`config.mk`:
```
export PLATFORM = sky130hd
export DESIGN_NAME = retx_window_sender
export DESIGN_NICKNAME = d
export VERILOG_FILES = /design/src/rtl/retx_pkg.sv /design/src/rtl/retx_slot_store.sv /design/src/rtl/retx_pick.sv /design/src/rtl/retx_timer.sv /design/src/rtl/retx_window_sender.sv
export SDC_FILE = /design/constraint.sdc
export NUM_CORES = 1
export LEC_CHECK = 0
export BUFFER_PORTS_ARGS = -buffer_cell sky130_fd_sc_hd__buf_4
export CAP_MARGIN = 20
export CORE_AREA = 3 3 84 102
export DETAILED_ROUTE_END_ITERATION = 6
export DIE_AREA = 0 0 87 105
export GPL_TIMING_DRIVEN = 1
export PLACE_DENSITY = 0.75
export SLEW_MARGIN = 20
export SYNTH_ARGS = -nofsm -noshare
export SYNTH_HDL_FRONTEND = slang
export SYNTH_SLANG_ARGS = --single-unit
```
`constraint.sdc`:
```
create_clock -name clk -period 2.2 [get_ports clk]
set_input_delay 0.44 -clock clk [delete_from_list [all_inputs] [get_ports clk]]
set_output_delay 0.44 -clock clk [all_outputs]
set_load 0.01 [all_outputs]
```
`src/rtl/retx_pkg.sv`:
```
package retx_pkg;
    typedef enum logic [1:0] {
        ST_IDLE   = 2'd0,
        ST_FILL   = 2'd1,
        ST_WAIT   = 2'd2,
        ST_RESEND = 2'd3
    } retx_state_e;
endpackage

```
`src/rtl/retx_slot_store.sv`:
```
module retx_slot_store #(
    parameter int DATA_W = 16,
    parameter int WIN    = 4,
    parameter int IDX_W  = 2
) (
    input  logic              clk,
    input  logic              wr_en,
    input  logic [IDX_W-1:0]  wr_idx,
    input  logic [DATA_W-1:0] wr_data,
    input  logic [IDX_W-1:0]  rd_idx,
    output logic [DATA_W-1:0] rd_data
);
    logic [DATA_W-1:0] slot_q [WIN];

    for (genvar g = 0; g < WIN; g++) begin : g_slot
        always_ff @(posedge clk) begin
            if (wr_en && wr_idx == IDX_W'(g)) begin
                slot_q[g] <= wr_data;
            end
        end
    end

    always_comb begin
        rd_data = '0;
        for (int i = 0; i < WIN; i++) begin
            if (rd_idx == IDX_W'(i)) begin
                rd_data = slot_q[i];
            end
        end
    end
endmodule

```
`src/rtl/retx_pick.sv`:
```
module retx_pick #(
    parameter int WIN   = 4,
    parameter int IDX_W = 2
) (
    input  logic [WIN-1:0]   mask,
    output logic [IDX_W-1:0] idx,
    output logic             any
);
    // lowest marked slot wins, giving ascending resend order
    always_comb begin
        idx = '0;
        for (int i = WIN - 1; i >= 0; i--) begin
            if (mask[i]) begin
                idx = IDX_W'(i);
            end
        end
        any = |mask;
    end
endmodule

```
`src/rtl/retx_timer.sv`:
```
module retx_timer #(
    parameter int TIMEOUT = 40,
    parameter int TMR_W   = 6
) (
    input  logic clk,
    input  logic rst_n,
    input  logic run,
    input  logic clear,
    output logic expired
);
    logic [TMR_W-1:0] cnt_q;

    assign expired = run && (cnt_q == TMR_W'(TIMEOUT - 1));

    always_ff @(posedge clk) begin
        if (!rst_n) begin
            cnt_q <= '0;
        end else if (clear || !run || expired) begin
            cnt_q <= '0;
        end else begin
            cnt_q <= cnt_q + TMR_W'(1);
        end
    end
endmodule

```
`src/rtl/retx_window_sender.sv`:
```
module retx_window_sender
    import retx_pkg::*;
#(
    parameter int DATA_W  = 16,
    parameter int WIN     = 4,
    parameter int SEQ_W   = 4,
    parameter int TIMEOUT = 40
) (
    input  logic              clk,
    input  logic              rst_n,
    input  logic              in_valid,
    output logic              in_ready,
    input  logic [DATA_W-1:0] in_data,
    output logic              out_valid,
    input  logic              out_ready,
    output logic [DATA_W-1:0] out_data,
    output logic [SEQ_W-1:0]  out_seq,
    input  logic              ack_valid,
    input  logic [SEQ_W-1:0]  ack_base,
    input  logic [WIN-1:0]    ack_ok
);
    localparam int IDX_W = (WIN > 1) ? $clog2(WIN) : 1;
    localparam int CNT_W = $clog2(WIN + 1);
    localparam int TMR_W = $clog2(TIMEOUT);
    localparam logic [CNT_W-1:0] CNT_FULL = CNT_W'(WIN);

    retx_state_e       state_q, state_d;
    logic [SEQ_W-1:0]  base_q, base_d;
    logic [CNT_W-1:0]  fill_q, fill_d;
    logic [WIN-1:0]    done_q, done_d;
    logic [WIN-1:0]    pend_q, pend_d;

    logic              tmo, tmr_run;
    logic              new_fire, res_fire, ack_take;
    logic [WIN-1:0]    ack_merged, sent_mask, pick_bit;
    logic [IDX_W-1:0]  pick_idx;
    logic              pick_any;
    logic [DATA_W-1:0] rd_data;

    assign tmr_run    = (state_q == ST_FILL) || (state_q == ST_WAIT);
    assign ack_take   = (state_q == ST_WAIT) && ack_valid && (ack_base == base_q);
    assign ack_merged = done_q | ack_ok;
    assign new_fire   = in_valid && in_ready;
    assign res_fire   = (state_q == ST_RESEND) && out_ready && pick_any;
    assign pick_bit   = WIN'(1) << pick_idx;

    always_comb begin
        for (int i = 0; i < WIN; i++) begin
            sent_mask[i] = (CNT_W'(i) < fill_q);
        end
    end

    retx_timer #(.TIMEOUT(TIMEOUT), .TMR_W(TMR_W)) u_timer (
        .clk(clk), .rst_n(rst_n), .run(tmr_run), .clear(ack_take), .expired(tmo)
    );

    retx_pick #(.WIN(WIN), .IDX_W(IDX_W)) u_pick (
        .mask(pend_q), .idx(pick_idx), .any(pick_any)
    );

    retx_slot_store #(.DATA_W(DATA_W), .WIN(WIN), .IDX_W(IDX_W)) u_store (
        .clk(clk), .wr_en(new_fire), .wr_idx(IDX_W'(fill_q)), .wr_data(in_data),
        .rd_idx(pick_idx), .rd_data(rd_data)
    );

    // state register
    always_ff @(posedge clk) begin
        if (!rst_n) begin
            state_q <= ST_IDLE;
            base_q  <= '0;
            fill_q  <= '0;
            done_q  <= '0;
            pend_q  <= '0;
        end else begin
            state_q <= state_d;
            base_q  <= base_d;
            fill_q  <= fill_d;
            done_q  <= done_d;
            pend_q  <= pend_d;
        end
    end

    // next-state logic
    always_comb begin
        state_d = state_q;
        base_d  = base_q;
        fill_d  = fill_q;
        done_d  = done_q;
        pend_d  = pend_q;
        unique case (state_q)
            ST_IDLE: begin
                if (new_fire) begin
                    fill_d  = CNT_W'(1);
                    state_d = (WIN == 1) ? ST_WAIT : ST_FILL;
                end
            end
            ST_FILL: begin
                if (tmo) begin
                    pend_d  = sent_mask;
                    state_d = ST_RESEND;
                end else if (new_fire) begin
                    fill_d = fill_q + CNT_W'(1);
                    if (fill_q + CNT_W'(1) == CNT_FULL) begin
                        state_d = ST_WAIT;
                    end
                end
            end
            ST_WAIT: begin
                if (ack_take) begin
                    if (&ack_merged) begin
                        base_d  = base_q + SEQ_W'(WIN);
                        fill_d  = '0;
                        done_d  = '0;
                        state_d = ST_IDLE;
                    end else begin
                        done_d  = ack_merged;
                        pend_d  = ~ack_merged;
                        state_d = ST_RESEND;
                    end
                end else if (tmo) begin
                    pend_d  = ~done_q;
                    state_d = ST_RESEND;
                end
            end
            ST_RESEND: begin
                if (res_fire) begin
                    pend_d = pend_q & ~pick_bit;
                    if ((pend_q & ~pick_bit) == '0) begin
                        state_d = (fill_q == CNT_FULL) ? ST_WAIT : ST_FILL;
                    end
                end
            end
        endcase
    end

    // outputs
    always_comb begin
        in_ready  = 1'b0;
        out_valid = 1'b0;
        out_data  = '0;
        out_seq   = base_q;
        unique case (state_q)
            ST_IDLE, ST_FILL: begin
                in_ready  = out_ready && !tmo;
                out_valid = in_valid && !tmo;
                out_data  = in_data;
                out_seq   = base_q + SEQ_W'(fill_q);
            end
            ST_WAIT: begin
                in_ready = 1'b0;
            end
            ST_RESEND: begin
                out_valid = pick_any;
                out_data  = rd_data;
                out_seq   = base_q + SEQ_W'(pick_idx);
            end
        endcase
    end

    logic [SEQ_W-1:0] seq_off;
    assign seq_off = out_seq - base_q;


    full_blocks_input_chk: assert property (@(posedge clk) disable iff (!rst_n)
        (fill_q == CNT_FULL) |-> !in_ready);


    resend_ascending_chk: assert property (@(posedge clk) disable iff (!rst_n)
        res_fire |=> (state_q != ST_RESEND) || (seq_off > $past(seq_off)));


    resend_hold_chk: assert property (@(posedge clk) disable iff (!rst_n)
        (state_q == ST_RESEND && !out_ready)
        |=> (out_valid && $stable(out_seq) && $stable(out_data)));


    stray_ack_chk: assert property (@(posedge clk) disable iff (!rst_n)
        (state_q == ST_WAIT && ack_valid && ack_base != base_q && !tmo)
        |=> (state_q == ST_WAIT && $stable(base_q)));


    base_step_chk: assert property (@(posedge clk) disable iff (!rst_n)
        (ack_take && (&ack_merged)) |=> (base_q == $past(base_q) + SEQ_W'(WIN)));


    no_resend_done_chk: assert property (@(posedge clk) disable iff (!rst_n)
        (state_q == ST_RESEND) |-> ((pend_q & done_q) == '0));


    idle_timer_chk: assert property (@(posedge clk) disable iff (!rst_n)
        (fill_q == '0) |-> !tmo);
endmodule

```
======== Word-level counts from Yosys, hierarchy flattened ========
Memory sizes are Yosys's and may differ from the RTL's.
Index checks and enable logic that the tools add are counted.
cells by class
  bitwise gates (word level) .............. 6
  equality and inequality tests ........... 25
  shift-type cells ........................ 1
  add/subtract/negate cells ............... 5
  muxes and demuxes ....................... 53
  $lt $le $gt $ge ......................... 4
  reduce and logical (&&, ||, !) cells .... 35
operators by type and width
  operator                                                number
  two-way mux 16 bit                                      7
  OR reduction 16 bit                                     3
  two-way mux 2 bit                                       17
  case mux 16 bit (2 select lines)                        1
  two-way mux 4 bit                                       6
  AND reduction 6 bit                                     3
  two-way mux 3 bit                                       5
  == test 2 bit (second input constant)                   6
  logical AND 1 bit                                       12
  two-way mux 1 bit                                       12
  NOT 4 bit                                               3
  case mux 4 bit (3 select lines)                         1
  inequality test 2 x 1 -> 1 bit (second input constant)  5
  inequality test 3 x 2 -> 1 bit (second input constant)  3
  case mux 3 bit (3 select lines)                         1
  case mux 2 bit (4 select lines)                         1
  case mux 4 bit (2 select lines)                         1
  adder 6 x 1 -> 6 bit (second input constant)            1
  == test 2 x 1 -> 1 bit (second input constant)          3
  == test 3 bit (second input constant)                   2
  == test 6 bit (second input constant)                   1
  logical NOT 2 bit                                       3
  < comparator 1 x 3 -> 1 bit (first input constant)      2
  < comparator 2 x 3 -> 1 bit (first input constant)      2
  other kinds (21)                                        28
word-level totals
  memory bits (writable) .................. 64
  logic and storage cells ................. 136
  bits in registers ....................... 23
  output and inout bits ................... 22
  input bits .............................. 29
  memories ................................ 1
memories
  name            depth  bits a word  read ports  clocked after memory_dff  wr ports  line                   RTL
  u_store.slot_q  4      16           4           0                         1         retx_slot_store.sv:13  logic [DATA_W-1:0] slot_q [WIN];

======== Longest topological paths before layout ========
  word-level depth ........................ 14
  gate-level depth with buffers ........... 8
  depth with buffers taken out ............ 7

======== Hierarchy ========
From an unflattened synthesis, not the netlist that was laid out.
second synthesis, totals
  cells, all modules ...................... 301
  area total of the unflattened synthesis .. 4035.1 um2
by module, submodules not included
  module              area each (um2)  instances  sequential area each (um2)  cells an instance
  retx_slot_store     2377.3           1          1921.8                      88
  retx_window_sender  1368.8           1          300.3                       179
  retx_timer          254.0            1          120.1                       27
  retx_pick           35.0             1          0.0                         7

======== Worst setup path before layout ========
Ideal clock, no wire load.
  path type ............................... reg-to-output
  from .................................... register state_q[0]
  to ...................................... output port out_seq[2]
  setup slack ............................. 29 ps
  required time ........................... 1760 ps
  path buffers ............................ 2
  data arrival time ....................... 1731 ps
  stages on the path, launching flop included .. 7
  cell sequence ........................... dfxtp_1 -> ha_1 -> clkbuf_1 -> clkbuf_1 -> nor2b_1 -> ha_1 -> mux2_2
between the ends
  longest elaborated chain between the ends .. 3
  elaborated cells on any way between the ends .. 5
  those cells by class .................... eq/ne (2); mux (1); reduce/logical (2)
RTL lines
  what                                                                line                       RTL
  from (decl)                                                         retx_window_sender.sv:27   retx_state_e state_q, state_d;
  from (signal assigned)                                              retx_window_sender.sv:75   state_q <= state_d;
  == test 2 x 1 -> 1 bit / logical NOT 2 bit (equally long branches)  retx_window_sender.sv:142  unique case (state_q)
  OR reduction 2 bit                                                  retx_window_sender.sv:142
  case mux 4 bit (2 select lines) *                                   retx_window_sender.sv:142
  to (decl)                                                           retx_window_sender.sv:17   output logic [SEQ_W-1:0] out_seq,
Mark *: on every way between the ends. The rest lies on a longest branch, timed or not.

======== Worst setup path in the final report ========
  from .................................... register pend_q[3]
  to ...................................... output port out_data[3]
between the ends
  longest elaborated chain between the ends .. 10
  elaborated cells on any way between the ends .. 13
  those cells by class .................... eq/ne (3); mux (9); reduce/logical (1)
RTL lines
  what                                line                       RTL
  from (decl)                         retx_window_sender.sv:31   logic [WIN-1:0] pend_q, pend_d;
  from (signal assigned)              retx_window_sender.sv:79   pend_q <= pend_d;
  two-way mux 2 bit * (4 in series)   retx_pick.sv:13            if (mask[i]) begin
  logical NOT 2 bit                   retx_slot_store.sv:26      if (rd_idx == IDX_W'(i)) begin
  two-way mux 16 bit (3 in series)    retx_slot_store.sv:26
  two-way mux 16 bit *                retx_slot_store.sv:26
  case mux 16 bit (2 select lines) *  retx_window_sender.sv:142
  to (decl)                           retx_window_sender.sv:16   output logic [DATA_W-1:0] out_data,
Marked as above.

==> impl_metrics.env <==
export IMPL_final_max_slew_violation_count=0
export IMPL_cp_data_arrival_time_ps=1980
export IMPL_grt_overflow=0
export IMPL_synth_cell_area_sq_um=3986
export IMPL_placedCellCount=487
export IMPL_drt_pass1_iterations=5
export IMPL_p_per_area_nw_per_um2=1153
export IMPL_ys_flop_type="edfxtp_1"
export IMPL_whs_ps=292.6
export IMPL_critPathMaxFanout=6
export IMPL_violations="negative setup slack"
export IMPL_cts_root_buf="clkbuf_8"
export IMPL_ys_seq_area_frac=0.5876
export IMPL_clock_path_buffers=2
export IMPL_portBuffers=50
export IMPL_grt_max_degree=20
export IMPL_syn_nets=375
export IMPL_cap_violations=0
export IMPL_fmaxAchievable_mhz=414.0
export IMPL_fin_skew_ps=14.13
export IMPL_finalCritPeriodShare=1.098
export IMPL_relSlewSlack=0.7045
export IMPL_async_flop_share=0
export IMPL_numCtsBuffers=9
export IMPL_io_pins=51
export IMPL_required_ps=1760
export IMPL_synth_edf_count=64
export IMPL_postLayoutCoreUtil=0.6754
export IMPL_syn_to_final_growth_pct=29.85
export IMPL_worst_pin_slew_ps=443.2
export IMPL_final_hold_violation_count=0
export IMPL_final_common_cell="buf_4"
export IMPL_fin_tns_setup_ps=-5583
export IMPL_finalPower_mw=5.968
export IMPL_vias_per_cell=6.127
export IMPL_dp_hpwl_mm=6.637
export IMPL_min_period_ps=2416
export IMPL_cts_tree="done"
export IMPL_cts_sinks=85
export IMPL_drt_iter0_drc=268
export IMPL_ant_nets=0
export IMPL_yosys_cell_types_count=53
export IMPL_layout_common_cells="buf_4 (77), edfxtp_1 (64), nor2_1 (37)"
export IMPL_peakVddDrop_mv=0.7361
export IMPL_grt_use_total=0.2233
export IMPL_path_class="reg -> out"
export IMPL_wirelength_mm=9.774
export IMPL_start_util=0.5202
export IMPL_grt_pass1_vias=3188
export IMPL_ys_ff_latch=85
export IMPL_htree_levels=3
export IMPL_fp_dieH_microns=105
export IMPL_wl_per_cell_microns=19.05
export IMPL_grt_pass1_wl_mm=15.74
export IMPL_holdBufCountCts=0
export IMPL_num_rows=35
export IMPL_layout_drive_gt1_share=0.3658
export IMPL_antenna_cells=0
export IMPL_startpoint_type="flip-flop"
export IMPL_rsz0062_at_grt="yes"
export IMPL_dieArea_sq_um=9135
export IMPL_place_congestion=0.8733
export IMPL_vias=3143
export IMPL_clk_latency_ps=360
export IMPL_clkSlewWorstSetupHoldPaths_ps=90
export IMPL_post_route_drc_count=0
export IMPL_synth_warning_count=0
export IMPL_leakagePower_nw=1.886
export IMPL_die_w_microns=87
export IMPL_hp_class="in -> reg"
export IMPL_fin_cells=513
export IMPL_cp_end_kind="output port"
export IMPL_setup_slack_ps=-215.5
export IMPL_core_area_sq_um=7664
export IMPL_synth_area_per_cell_sq_um=11.94
export IMPL_synth_cells=334
export IMPL_finalSetupViolCount=83
export IMPL_outcome="finished with violations"
export IMPL_final_net_count=457
export IMPL_antenna_found_initial=0
[Yosys cell counts (2+ instances only)]
| cell type | count | area (sq um) |
|---|---|---|
| a21oi_1 | 12 | 60.06 |
| a222oi_1 | 16 | 160.2 |
| a2bb2oi_1 | 16 | 140.1 |
| a311oi_1 | 5 | 43.79 |
| a31oi_1 | 3 | 18.77 |
| a32oi_1 | 2 | 17.52 |
| a41oi_1 | 2 | 17.52 |
| and2_1 | 4 | 25.02 |
| and3_1 | 2 | 12.51 |
| buf_2 | 5 | 25.02 |
| clkbuf_1 | 15 | 56.30 |
| dfxtp_1 | 21 | 420.4 |
| edfxtp_1 | 64 | 1922 |
| ha_1 | 12 | 150.1 |
| inv_1 | 8 | 30.03 |
| mux2i_1 | 2 | 20.02 |
| nand2_1 | 6 | 22.52 |
| nand2b_1 | 17 | 106.4 |
| nand3_1 | 8 | 40.04 |
| nor2_1 | 38 | 142.6 |
| nor2b_1 | 2 | 12.51 |
| nor3_1 | 5 | 25.02 |
| o21a_1 | 3 | 22.52 |
| o21ai_0 | 24 | 120.1 |
| o22ai_1 | 2 | 12.51 |
| or2_2 | 2 | 12.51 |
| or3_1 | 2 | 12.51 |
| or4_1 | 2 | 15.01 |
| xnor2_1 | 6 | 52.55 |
| xor2_1 | 5 | 43.79 |
[final cells by class]
type | instances | area, sq um
tap | 92 | 115.1
clock inverter | 6 | 70.07
timing repair buffer | 92 | 773.2
clock buffer | 10 | 127.6
fill | 551 | 2487
multi-input combinational | 219 | 1702
inverter | 9 | 38.79
sequential | 85 | 2350
[report_power, final]
part	switching [mW]	internal (mW)
Sequential	0.101	1.88
Combinational	1.48	1.39
Clock	0.582	0.533
[state kept, by name, indices dropped and copies added, names as in the netlist]
| signal | count |
|---|---|
| base_q | 2 |
| done_q | 4 |
| fill_q | 3 |
| pend_q | 4 |
| state_q | 2 |
| u_store.slot_q | 64 |
| u_timer.cnt_q | 6 |
[worst max-delay path: stages, from the launching register on]
cell and delay [ps]:
dfxtp_2 340, buf_6 110, o21a_4 210, buf_6 130
a222oi_1 380, a2bb2oi_1 240, nor2_1 60, buf_4 140
[metal layers]
| metal | vias up | share of wire | global-route usage |
|---|---|---|---|
| li1 | 1459 | - | - |
| met1 | 1544 | 0.39 | 0.2696 |
| met2 | 120 | 0.52 | 0.3773 |
| met3 | 20 | 0.070 | 0.04890 |
| met4 | 0 | 0.024 | 0.09465 |
| met5 | - | 0 | 0 |
[kinds of logic (layout without fill, tap and decap cells)]
group,after synthesis,in the layout,share of synthesized area
XOR/XNOR,11,11,0.02417
multiplexers,3,3,0.007847
buffers and inverters,30,117,0.03170
adder cells (fa/ha/maj),12,12,0.03766
AND/OR/NAND/NOR,93,93,0.1215
AO/OA/AOI/OAI,100,100,0.1896
flip-flops,85,85,0.5876
[metrics by stage]
stage                     setup slack (ps)  instance area [sq um]
final                               -215.5                   5176
after global placement               115.3                   4662
after CTS                           -210.4                   5045
after global routing                -246.8                   5176
after detailed placement            -2.522                   4662
after floorplan                      29.50                   3986
[worst paths after layout]
kind | endpoint | start | slack (ps) | cells after the start
worst max-delay path | out_data[3] | pend_q[3] | -220 | 7
worst min-delay path | u_store.slot_q[3][6] | in_data[6] | 290 | 1
worst max register to register | u_store.slot_q[1][13] | state_q[0] | -80 | 9
worst min register to register | u_timer.cnt_q[0] | u_timer.cnt_q[0] | 470 | 1
[what timing repair did]
action | 4_1_cts | 5_1_grt
cloned | 1 | 0
endpoints found under the setup margin | 66 | 94
pin swaps | 21 | 48
buffers inserted | 8 | 3
gates resized for setup | 32 | 39
Note: power is estimated with default switching activity, not from simulation.
